[src/rtl/pulse_seq.sv]
module pulse_seq #(
  parameter int DEPTH = 8,
  parameter int CW    = 16,
  parameter int NW    = 14,
  parameter int LW    = 4
) (
  input  logic          clk,
  input  logic          rst_n,
  input  logic          push,
  input  logic [15:0]   push_data,
  input  logic          flush,
  input  logic [CW-1:0] pri_cmp,
  input  logic [CW-1:0] pri_max,
  input  logic [CW-1:0] shd_cmp,
  input  logic [CW-1:0] shd_max,
  input  logic          pol,
  input  logic [LW-1:0] trig_level,
  input  logic          lvl_ie,
  input  logic          grp_ie,
  input  logic          grp_clr,
  input  logic          ovf_clr,
  output logic          pwm_out,
  output logic [LW+1:0] fifo_status,
  output logic          lvl_irq,
  output logic          grp_sta,
  output logic          ovf
);
  localparam int AW = $clog2(DEPTH);

  logic [15:0]   mem [DEPTH];
  logic [AW-1:0] rptr, wptr;
  logic [LW-1:0] cnt;
  logic          busy, car;
  logic [CW-1:0] cur_cmp, cur_max, phase;
  logic [NW-1:0] rem;

  wire full  = cnt == LW'(DEPTH);
  wire empty = cnt == '0;
  wire wr    = push && !flush && !full;

  wire [CW-1:0] per_len  = (cur_max == '0) ? CW'(1) : cur_max;
  wire          last_ph  = phase == per_len - CW'(1);
  wire          grp_end  = busy && last_ph && rem == NW'(1);
  wire          take     = !flush && !empty && (!busy || grp_end);
  wire [15:0]   head     = mem[rptr];
  wire [NW-1:0] head_cnt = head[NW-1:0];

  always_ff @(posedge clk)
    if (wr) mem[wptr] <= push_data;

  always_ff @(posedge clk) begin
    if (!rst_n) begin
      rptr <= '0;
      wptr <= '0;
      cnt  <= '0;
    end else if (flush) begin
      rptr <= '0;
      wptr <= '0;
      cnt  <= '0;
    end else begin
      if (take) rptr <= rptr + AW'(1);
      if (wr)   wptr <= wptr + AW'(1);
      cnt <= cnt + LW'(wr) - LW'(take);
    end
  end

  always_ff @(posedge clk) begin
    if (!rst_n) begin
      busy    <= 1'b0;
      car     <= 1'b0;
      cur_cmp <= '0;
      cur_max <= '0;
      phase   <= '0;
      rem     <= '0;
    end else begin
      if (busy) begin
        if (last_ph) begin
          phase <= '0;
          rem   <= rem - NW'(1);
          if (rem == NW'(1)) busy <= 1'b0;
        end else begin
          phase <= phase + CW'(1);
        end
      end
      if (take && head_cnt != '0) begin
        busy    <= 1'b1;
        car     <= head[15];
        cur_cmp <= head[14] ? shd_cmp : pri_cmp;
        cur_max <= head[14] ? shd_max : pri_max;
        phase   <= '0;
        rem     <= head_cnt;
      end
    end
  end

  always_ff @(posedge clk) begin
    if (!rst_n) begin
      grp_sta <= 1'b0;
      ovf     <= 1'b0;
    end else begin
      if (grp_end && grp_ie)     grp_sta <= 1'b1;
      else if (grp_clr)          grp_sta <= 1'b0;
      if (push && !flush && full) ovf    <= 1'b1;
      else if (ovf_clr)          ovf     <= 1'b0;
    end
  end

  assign pwm_out     = (busy && car && phase < cur_cmp) ? ~pol : pol;
  assign fifo_status = {full, empty, cnt};
  assign lvl_irq     = lvl_ie && (cnt < trig_level);
endmodule


[config.mk]
export PLATFORM = sky130hd
export DESIGN_NAME = pulse_seq
export DESIGN_NICKNAME = d
export VERILOG_FILES = /design/src/rtl/pulse_seq.sv
export SDC_FILE = /design/constraint.sdc
export NUM_CORES = 1
export LEC_CHECK = 0
export CORE_ASPECT_RATIO = 0.8
export CORE_MARGIN = 5
export CORE_UTILIZATION = 40
export DETAILED_ROUTE_END_ITERATION = 16
export GPL_ROUTABILITY_DRIVEN = 0
export SLEW_MARGIN = 20
export SYNTH_ARGS = -nofsm -noshare
export SYNTH_HDL_FRONTEND = slang
export SYNTH_SLANG_ARGS = --single-unit
[constraint.sdc]
create_clock -name clk -period 11.3 [get_ports clk]
set_input_delay 1.695 -clock clk [delete_from_list [all_inputs] [get_ports clk]]
set_output_delay 1.695 -clock clk [all_outputs]
set_load 0.05 [all_outputs]
==> out/results.tsv, run 1 <==
stage	metric	value	unit
sta	slew_viol_final	0	
sta	hold_violations	0	
sta	min_period	5.45	ns
synthesis	synth.distinct_cells	64	
setup_path	cp_top_family	buffers and inverters	
synthesis	synth_largest_area_cell	edfxtp_1	
clock_network	cts_root_buffer	clkbuf_16	
synthesis	synth_common_cells	128 x edfxtp_1, 79 x dfxtp_1, 46 x a21oi_1, 43 x mux2i_1	
global_route	use_met3	0.0295	
final_layout	area_delta_synth_final	21.1	%
clock_network	cts_inserted_buffers	23	
global_route	use_met2	0.227	
floorplanning	rows	51	
synthesis	yosys.cell_count.top_type	edfxtp_1	
clock_network	cts.sinks	207	
placement	dpl.cell_count	1171	
worst_hold_path	hp-class	reg -> reg	
floorplanning	die_height	151	µm
synthesis	muxShareOfSynthArea	0.133	
setup_path	path_buf_inv	3	
final_layout	num_antenna_cells	0	
synthesis	synth_compound_area_frac	0.101	
route	vias_per_cell	5.48	
clock_network	cts_buffer_depth	3	
sta	rsz0062_at_grt	no	
setup_path	required	9.61	ns
floorplanning	initial_core_util	0.408	
final_layout	design_area	12100	µm²
sta	slew_headroom	0.291	
setup_path	rr_startpoint	cur_max[5]	
clock_network	cts_tree	done	
setup_path	r2r_setup_slack	6.45	ns
synthesis	syn_inst	791	
setup_path	worstPathArrival	3.76	ns
sta	worstMarginPinSlew	1.06	ns
sta	hold_slack	0.474	ns
global_route	grt_pass1_wl	36500	µm
power	p_leak	4.07	nW
route	wl_per_cell	18.8	µm
synthesis	avgSynthCellArea	12.6	µm²
placement	place_area	11300	µm²
clock_network	insertion_delay	0.50	ns
setup_path	crit_top_cell	clkdlybuf4s50_1	
final_layout	fin_nets	1003	
route	drtAntennaViolNets	0	
global_route	grt_overflow	0	
power	power_density	202	nW/µm²
synthesis	synth_top_area_frac	0.386	
clock_network	cts_resized	0	
setup_path	start_kind	input pin	
synthesis	yosys_register_bits	207	
clock_network	clk_pin_slew	0.06	ns
synthesis	synth_edf_count	128	
synthesis	synth_fa_ha_area_frac	0.0384	
floorplanning	dieArea	28200	µm²
setup_path	endpoint_kind	output pin	
synthesis	synth_nets	914	
sta	fmaxAchievable	0.183	GHz
floorplanning	coreArea	24400	µm²
synthesis	synth_top_family_by_area	multiplexers	
setup_path	crit_type	in -> out	
global_route	grt_usage	0.160	
clock_network	cts_setup_buffers	0	
setup_path	rr_endpoint	cnt[2]	
final_layout	fin_util	0.494	
synthesis	netlist_area	9960	µm²
route	dr.first_iter.drc_count	505	
setup_path	setup.worst_path.start	trig_level[1]	
final_layout	layoutNonFillerInstCount	1214	
synthesis	ys_seq_area_frac	0.545	
global_route	met1_usage	0.253	
route	detail_route.first_pass.iterations	7	
global_route	grt_pass1_vias	6505	
synthesis	netlist_top_cells_area	edfxtp_1 39%, dfxtp_1 16%, mux4_2 7.2%	
setup_path	crit_fanout	1	
clock_network	htree_levels	1	
placement	port_buffers	102	
setup_path	r2r_cells	18	
synthesis	yosys_warnings	0	
route	route.detailed.drc	0	
run_status	status	finished, final reports clean	
global_route	busiest_layer	met1	
setup_path	path_depth	8	
synthesis	synth_simple_gate_area_frac	0.116	
synthesis	synth_ff_type	edfxtp_1	
global_route	grt_max_degree	50	
route	routed_wl	22900	µm
global_route	antenna_found_initial	0	
placement	place_hpwl	15200	µm
synthesis	synthXorXnorAreaFrac	0.0299	
clock_network	cts_hold_buf	0	
floorplanning	ios	103	
setup_path	slowest_stage	clkdlybuf4s50_1	
sta	timing.final.crit_share	0.483	
setup_path	cp-endpoint	lvl_irq	
sta	finClkSkew	0.0153	ns
final_layout	drive_above_1_share	0.131	
setup_path	path_cells	clkdlybuf4s50_1, inv_1, ha_1, a21oi_1, nor2b_1, o21ai_0, and3b_1, clkdlybuf4s50_1	
setup_path	cp_slowest_stage_delay	0.79	ns
power	irDropWorstVdd	90.5	µV
route	num_vias	6656	
floorplanning	die_x	186	µm
sta	tns	0	ns
run	maxCapViolations	0	
sta	setup_viol	0	
worst_hold_path	min_from	grp_sta	
synthesis	async_flop_share	0	
## worst min path at each step
stage | to | cells after the start
6_report | grp_sta | 2
5_1_grt | rem[1] | 2
4_1_cts | grp_sta | 2
3_5_place_dp | grp_sta | 2
3_3_place_gp | grp_sta | 2
2_1_floorplan | flop | 2
## tightest hold or removal path, delay by kind of cell (launching register included)
kind | cells | cell delay (ns)
flip-flops | 1 | 0.31
AND/OR/NAND/NOR | 1 | 0.06
AO/OA/AOI/OAI | 1 | 0.06
## layer usage
metal	up-vias	routed length [µm]
met5	-	0
met4	0	422
met3	31	1280
met2	172	9310
met1	3239	11900
li1	3214	-
## cell families (layout without fill, tap and decap cells)
family          after synthesis  after routing
compound gates              143            143
flops                       207            207
fa+ha+maj                    30             30
simple gates                199            199
buf+inv                      88            193
xor+xnor                     34             34
mux                          90             90
## layout by cell type (no fill, tap or decap), types with 9 or more instances in the layout
cell / n
mux2i_1: 42
edfxtp_1: 128
nor2_1: 25
mux2_2: 15
inv_1: 37
clkdlybuf4s50_1: 102
or3_1: 20
dfxtp_1: 77
clkbuf_16: 23
nand3_1: 12
buf_4: 11
nand2_1: 30
ha_1: 29
xnor2_1: 21
a211oi_1: 36
nor3_1: 26
a21oi_1: 46
xor2_1: 13
and3b_1: 9
mux4_2: 32
## stage by stage
stage | power (mW) | setup slack, ns
after floorplan | 1.55 | 6.87
after global placement | 1.74 | 5.87
after detailed placement | 1.75 | 5.83
after CTS | 2.45 | 5.82
after global routing | 2.58 | 5.67
final | 2.43 | 5.85
## state kept, by name (all words and copies together) (netlist names), named ones only
register,flops
rem,14
busy,1
phase,16
cnt,4
cur_max,16
wptr,3
ovf,1
grp_sta,1
cur_cmp,16
car,1
mem,128
rptr,3
## report_power, final
group	switching, mW	leakage (nW)	internal, mW	total [mW]
clock	0.298	0.324	0.398	0.697
sequential	0.0623	1.80	0.860	0.923
combinational	0.457	1.95	0.355	0.811
## layout make-up
class	count	area (µm²)
clock buffers	26	587
fillers	2147	12400
repair buffers	115	1130
multi-input cells	496	4260
clock inverters	15	118
flip-flops and latches	207	5430
inverters	37	139
well taps	318	398
Power figures use the tool's default switching activity.
==> inputs of run 2 (changes only) <==
==> constraint.sdc (replaced) <==
create_clock -name clk -period 5 [get_ports clk]
set_input_delay 0.75 -clock clk [delete_from_list [all_inputs] [get_ports clk]]
set_output_delay 0.75 -clock clk [all_outputs]
set_load 0.05 [all_outputs]
==> out/results.tsv, run 2 (same netlist as run 1, synthesis figures left out) <==
stage	metric	value	unit
clock_network	cts_setup_buffers	0	
setup_path	start_kind	flop	
floorplanning	die_x	186	µm
clock_network	insertion_delay	0.50	ns
setup_path	r2r_cells	17	
clock_network	htree_levels	1	
placement	port_buffers	102	
setup_path	cp_top_family	simple AND/OR/NAND/NOR gates	
route	route.detailed.drc	0	
setup_path	cp_slowest_stage_delay	0.69	ns
floorplanning	initial_core_util	0.408	
worst_hold_path	hp-class	reg -> reg	
global_route	busiest_layer	met1	
sta	fmaxAchievable	0.236	GHz
final_layout	drive_above_1_share	0.140	
route	num_vias	6693	
sta	worstMarginPinSlew	0.913	ns
final_layout	fin_nets	1014	
route	wl_per_cell	19.2	µm
sta	timing.final.crit_share	0.847	
placement	place_hpwl	16300	µm
global_route	grt_max_degree	34	
sta	min_period	4.23	ns
clock_network	cts.sinks	207	
global_route	use_met3	0.0272	
setup_path	slowest_stage	or4_1	
clock_network	cts_inserted_buffers	22	
worst_hold_path	worstHoldPathCells	2	
route	routed_wl	23500	µm
final_layout	area_delta_synth_final	22.0	%
global_route	grt_pass1_vias	6700	
power	power_density	462	nW/µm²
clock_network	cts_buffer_depth	3	
sta	slew_viol_final	0	
global_route	grt_usage	0.166	
setup_path	crit_type	reg -> reg	
sta	slew_headroom	0.390	
floorplanning	die_height	151	µm
run_status	status	finished, final reports clean	
route	vias_per_cell	5.47	
global_route	met1_usage	0.261	
sta	finClkSkew	0.00903	ns
global_route	grt_pass1_wl	37700	µm
sta	hold_violations	0	
clock_network	cts_hold_buf	0	
floorplanning	coreArea	24400	µm²
setup_path	required	5.39	ns
final_layout	n_fill_cell	2118	
placement	place_area	11400	µm²
floorplanning	rows	51	
clock_network	cts_root_buffer	clkbuf_16	
run	maxCapViolations	0	
clock_network	cts_resized	0	
setup_path	crit_fanout	7	
floorplanning	ios	103	
final_layout	num_antenna_cells	0	
global_route	use_met2	0.242	
global_route	antenna_found_initial	1	
floorplanning	dieArea	28200	µm²
sta	rsz0062_at_grt	no	
final_layout	layout_common_cells	128 x edfxtp_1, 102 x clkdlybuf4s50_1, 78 x dfxtp_1	
route	detail_route.first_pass.iterations	5	
final_layout	design_area	12200	µm²
clock_network	cts_tree	done	
route	dr.first_iter.drc_count	514	
route	drtAntennaViolNets	0	
setup_path	crit_top_cell	nor2_1	
final_layout	largest_register_ffs	128	
power	irDropWorstVdd	228	µV
setup_path	path_cells	or4_1, nor2_1, nor2_1, ha_1, xnor2_1, a21oi_1, o211ai_1, nor4_2, and4_1, nand4b_1, a21oi_2, xor2_1, ha_1, inv_1, fa_1, xor2_1, nor2_1	
setup_path	path_depth	17	
setup_path	endpoint_kind	flop	
sta	setup_viol	0	
clock_network	clk_pin_slew	0.06	ns
final_layout	regMostFlops	mem	
sta	tns	0	ns
final_layout	mostFrequentLayoutCell	edfxtp_1	
power	p_leak	4.16	nW
setup_path	path_buf_inv	1	
global_route	grt_overflow	0	
setup_path	worstPathArrival	4.62	ns
-- run 2: where the power goes --
| group | switching (mW) | internal [mW] | total (mW) |
|---|---|---|---|
| Combinational | 1.05 | 0.829 | 1.88 |
| Clock | 0.655 | 0.994 | 1.65 |
| Sequential | 0.145 | 1.94 | 2.09 |
-- run 2: final cells by class --
cell class,instances,area (µm²),share of cell area
flip-flops and latches,207,5430,0.446
inverters,37,139,0.0114
repair buffers,127,1230,0.101
multi-input cells,496,4230,0.348
well taps,318,398,0.0327
clock inverters,12,143,0.0117
clock buffers,27,591,0.0486
-- run 2: metrics by stage --
| step | std cells | total power, mW | hold WS, ns | setup WS [ns] | util |
|---|---|---|---|---|---|
| final | 1224 | 5.62 | 0.482 | 0.766 | 0.497 |
| after global placement | 1185 | 3.97 | 0.462 | 0.907 | 0.467 |
| after detailed placement | 1185 | 3.99 | 0.465 | 0.760 | 0.467 |
| after global routing | 1224 | 5.96 | 0.509 | 0.381 | 0.497 |
| after floorplan | 791 | 3.51 | 0.452 | 0.850 | - |
| after CTS | 1224 | 5.65 | 0.476 | 0.738 | 0.497 |
-- run 2: worst register-to-register path, cell delays in order, from the launching register on --
cell and delay, ns:
dfxtp_1 0.35, or4_1 0.69, nor2_1 0.19, nor2_1 0.06
ha_1 0.30, xnor2_1 0.14, a21oi_1 0.17, o211ai_1 0.13
nor4_2 0.30, and4_1 0.29, nand4b_1 0.22, a21oi_2 0.29
xor2_1 0.19, ha_1 0.19, inv_1 0.05, fa_1 0.37
xor2_1 0.13, nor2_1 0.05
-- run 2: worst paths after layout --
kind	start	to	slack (ns)
max	cur_max[0]	cnt[2]	0.77
min	grp_sta	grp_sta	0.48
max reg2reg	cur_max[0]	cnt[2]	0.77
min reg2reg	grp_sta	grp_sta	0.48
-- run 2: layer usage --
| layer | up-vias | share of wire |
|---|---|---|
| met5 | - | 0.00047 |
| met4 | 2 | 0.015 |
| met3 | 28 | 0.049 |
| met2 | 184 | 0.42 |
| met1 | 3234 | 0.52 |
| li1 | 3245 | - |
==> inputs of run 3 (changes only) <==
==> constraint.sdc (replaced) <==
create_clock -name clk -period 4 [get_ports clk]
set_input_delay 0.6 -clock clk [delete_from_list [all_inputs] [get_ports clk]]
set_output_delay 0.6 -clock clk [all_outputs]
set_load 0.05 [all_outputs]
==> out/results.tsv, run 3 (same netlist as run 1, synthesis figures left out) <==
stage	metric	value	unit
run_status	status	finished, final reports clean	
power	power_density	589	nW/µm²
final_layout	layout_common_cells	128 x edfxtp_1, 102 x clkdlybuf4s50_1, 77 x dfxtp_1	
global_route	grt_max_degree	50	
final_layout	n_fill_cell	2161	
final_layout	mostFrequentLayoutCell	edfxtp_1	
final_layout	regMostFlops	mem	
power	internal_power	4.92	mW
sta	timing.final.crit_share	0.970	
final_layout	multi_input_area	4280	µm²
placement	post-place-ws	0.0285	ns
setup_path	r2r_cells	18	
power	p_switching	2.37	mW
floorplanning	coreArea	24400	µm²
route	routed_wl	22700	µm
sta	fmaxAchievable	0.258	GHz
clock_network	cts_buffer_depth	3	
power	p_comb_frac	0.366	
clock_network	cts_root_buffer	clkbuf_16	
sta	setup_slack	0.122	ns
global_route	use_met3	0.0300	
route	vias_per_cell	5.32	
global_route	antenna_found_initial	0	
route	detail_route.first_pass.iterations	7	
sta	min_period	3.88	ns
setup_path	r2r_setup_slack	0.12	ns
floorplanning	dieArea	28200	µm²
setup_path	required	4.38	ns
floorplanning	ios	103	
power	p_leak	4.30	nW
run	maxCapViolations	0	
floorplanning	die_x	186	µm
floorplanning	die_height	151	µm
floorplanning	rows	51	
final_layout	seqCellArea	5430	µm²
final_layout	largest_register_ffs	128	
final_layout	layoutNonFillerInstCount	1245	
global_route	met1_usage	0.246	
setup_path	crit_fanout	4	
sta	setup_viol	0	
setup_path	rr_endpoint	cnt[1]	
global_route	busiest_layer	met1	
floorplanning	initial_core_util	0.408	
clock_network	insertion_delay	0.50	ns
route	drtAntennaViolNets	0	
final_layout	num_antenna_cells	0	
placement	place_hpwl	15500	µm
setup_path	crit_type	reg -> reg	
power	seqPwrFrac	0.351	
clock_network	cts_hold_buf	0	
clock_network	clk_pin_slew	0.06	ns
global_route	grt_pass1_vias	6469	
global_route	grt_usage	0.157	
power	swShare	0.325	
sta	rsz0062_at_grt	yes	
global_route	grt_pass1_wl	35800	µm
setup_path	endpoint_kind	flop	
route	wl_per_cell	18.2	µm
final_layout	area_delta_synth_final	24.3	%
clock_network	cts_inserted_buffers	22	
global_route	use_met2	0.228	
power	p_clk_frac	0.283	
sta	worstMarginPinSlew	0.746	ns
worst_hold_path	hold_end	rptr[2]	
setup_path	start_kind	flop	
sta	hold_violations	0	
setup_path	rr_startpoint	cur_max[7]	
power	finalPower	7.29	mW
setup_path	worstPathArrival	4.26	ns
route	dr.first_iter.drc_count	397	
clock_network	cts_tree	done	
worst_hold_path	min_from	rptr[2]	
power	irDropWorstVdd	330	µV
placement	port_buffers	102	
global_route	grt_overflow	0	
final_layout	drive_above_1_share	0.173	
placement	dpl.cell_count	1201	
final_layout	fin_nets	1035	
worst_hold_path	worstHoldPathCells	2	
clock_network	cts.sinks	207	
sta	finClkSkew	0.00938	ns
sta	slew_headroom	0.502	
sta	slew_viol_final	0	
route	route.detailed.drc	0	
route	num_vias	6624	
worst_hold_path	hp-class	reg -> reg	
sta	tns	0	ns
clock_network	htree_levels	1	
run 3: changes by cell type in the layout (fill, tap and decap cells not counted), sizes merged:
cell	change
inv	+1
buf	+21
clkbuf	-4
clkinv	+5
clkinvlp	-2
run 3: how the worst max path moves through the flow:
stage | from | endpoint | slack [ns]
after floorplan | cur_max[5] | cnt[2] | 0.02
after global placement | rem[7] | cur_max[5] | 0.17
after detailed placement | cur_max[7] | cnt[2] | 0.03
after CTS | cur_max[7] | cnt[2] | 0.02
after global routing | cur_max[7] | cnt[2] | -0.21
final | cur_max[7] | cnt[1] | 0.12
run 3: worst max-delay path, stage by stage, from the launching register on:
cell	delay [ns]
dfxtp_4	0.36
nor4_4	0.25
buf_4	0.15
nand4_1	0.11
nor2_2	0.16
nor2_1	0.05
ha_1	0.21
or3b_4	0.27
nor4_4	0.04
xnor2_1	0.13
nor4_2	0.30
and4_1	0.29
nand4b_1	0.21
a21oi_4	0.26
xor2_1	0.19
ha_2	0.22
inv_2	0.04
fa_2	0.51
nor2_1	0.04
run 3: layout make-up:
| cell class | count | share of cell area |
|---|---|---|
| clock inverter | 16 | 0.0132 |
| timing repair buffer | 148 | 0.113 |
| tap | 318 | 0.0321 |
| multi-input combinational | 496 | 0.346 |
| sequential | 207 | 0.439 |
| clock buffer | 23 | 0.0465 |
| inverter | 37 | 0.0112 |
run 3: power groups by stage:
stage | Clock, mW | Sequential [mW] | Combinational [mW]
5_1_grt | 2.20 | 2.58 | 2.96
3_3_place_gp | 0 | 2.59 | 2.49
3_5_place_dp | 0 | 2.59 | 2.52
2_1_floorplan | 0 | 2.60 | 1.80
4_1_cts | 2.12 | 2.55 | 2.53
6_report | 2.06 | 2.56 | 2.67
run 3: repair_timing:
| action | 4_1_cts | 5_1_grt |
|---|---|---|
| setup endpoints to repair | 0 | 44 |
| buffers inserted | 0 | 4 |
| gates resized for setup | 0 | 13 |
run 3: metal layers:
layer / wire length, µm / vias to the layer above / part of all wire
met3: 1140 / 24 / 0.050
met2: 9240 / 143 / 0.41
met1: 12000 / 3175 / 0.53
li1: - / 3282 / -
met5: 0 / - / 0
met4: 311 / 0 / 0.014
run 3: stage by stage:
| step | area (µm²) | util | hold slack, ns |
|---|---|---|---|
| 2_1_floorplan | 9970 | - | 0.452 |
| 5_1_grt | 12400 | 0.507 | 0.503 |
| 3_3_place_gp | 11500 | 0.473 | 0.464 |
| 4_1_cts | 12300 | 0.503 | 0.480 |
| 6_report | 12400 | 0.507 | 0.481 |
| 3_5_place_dp | 11500 | 0.473 | 0.471 |
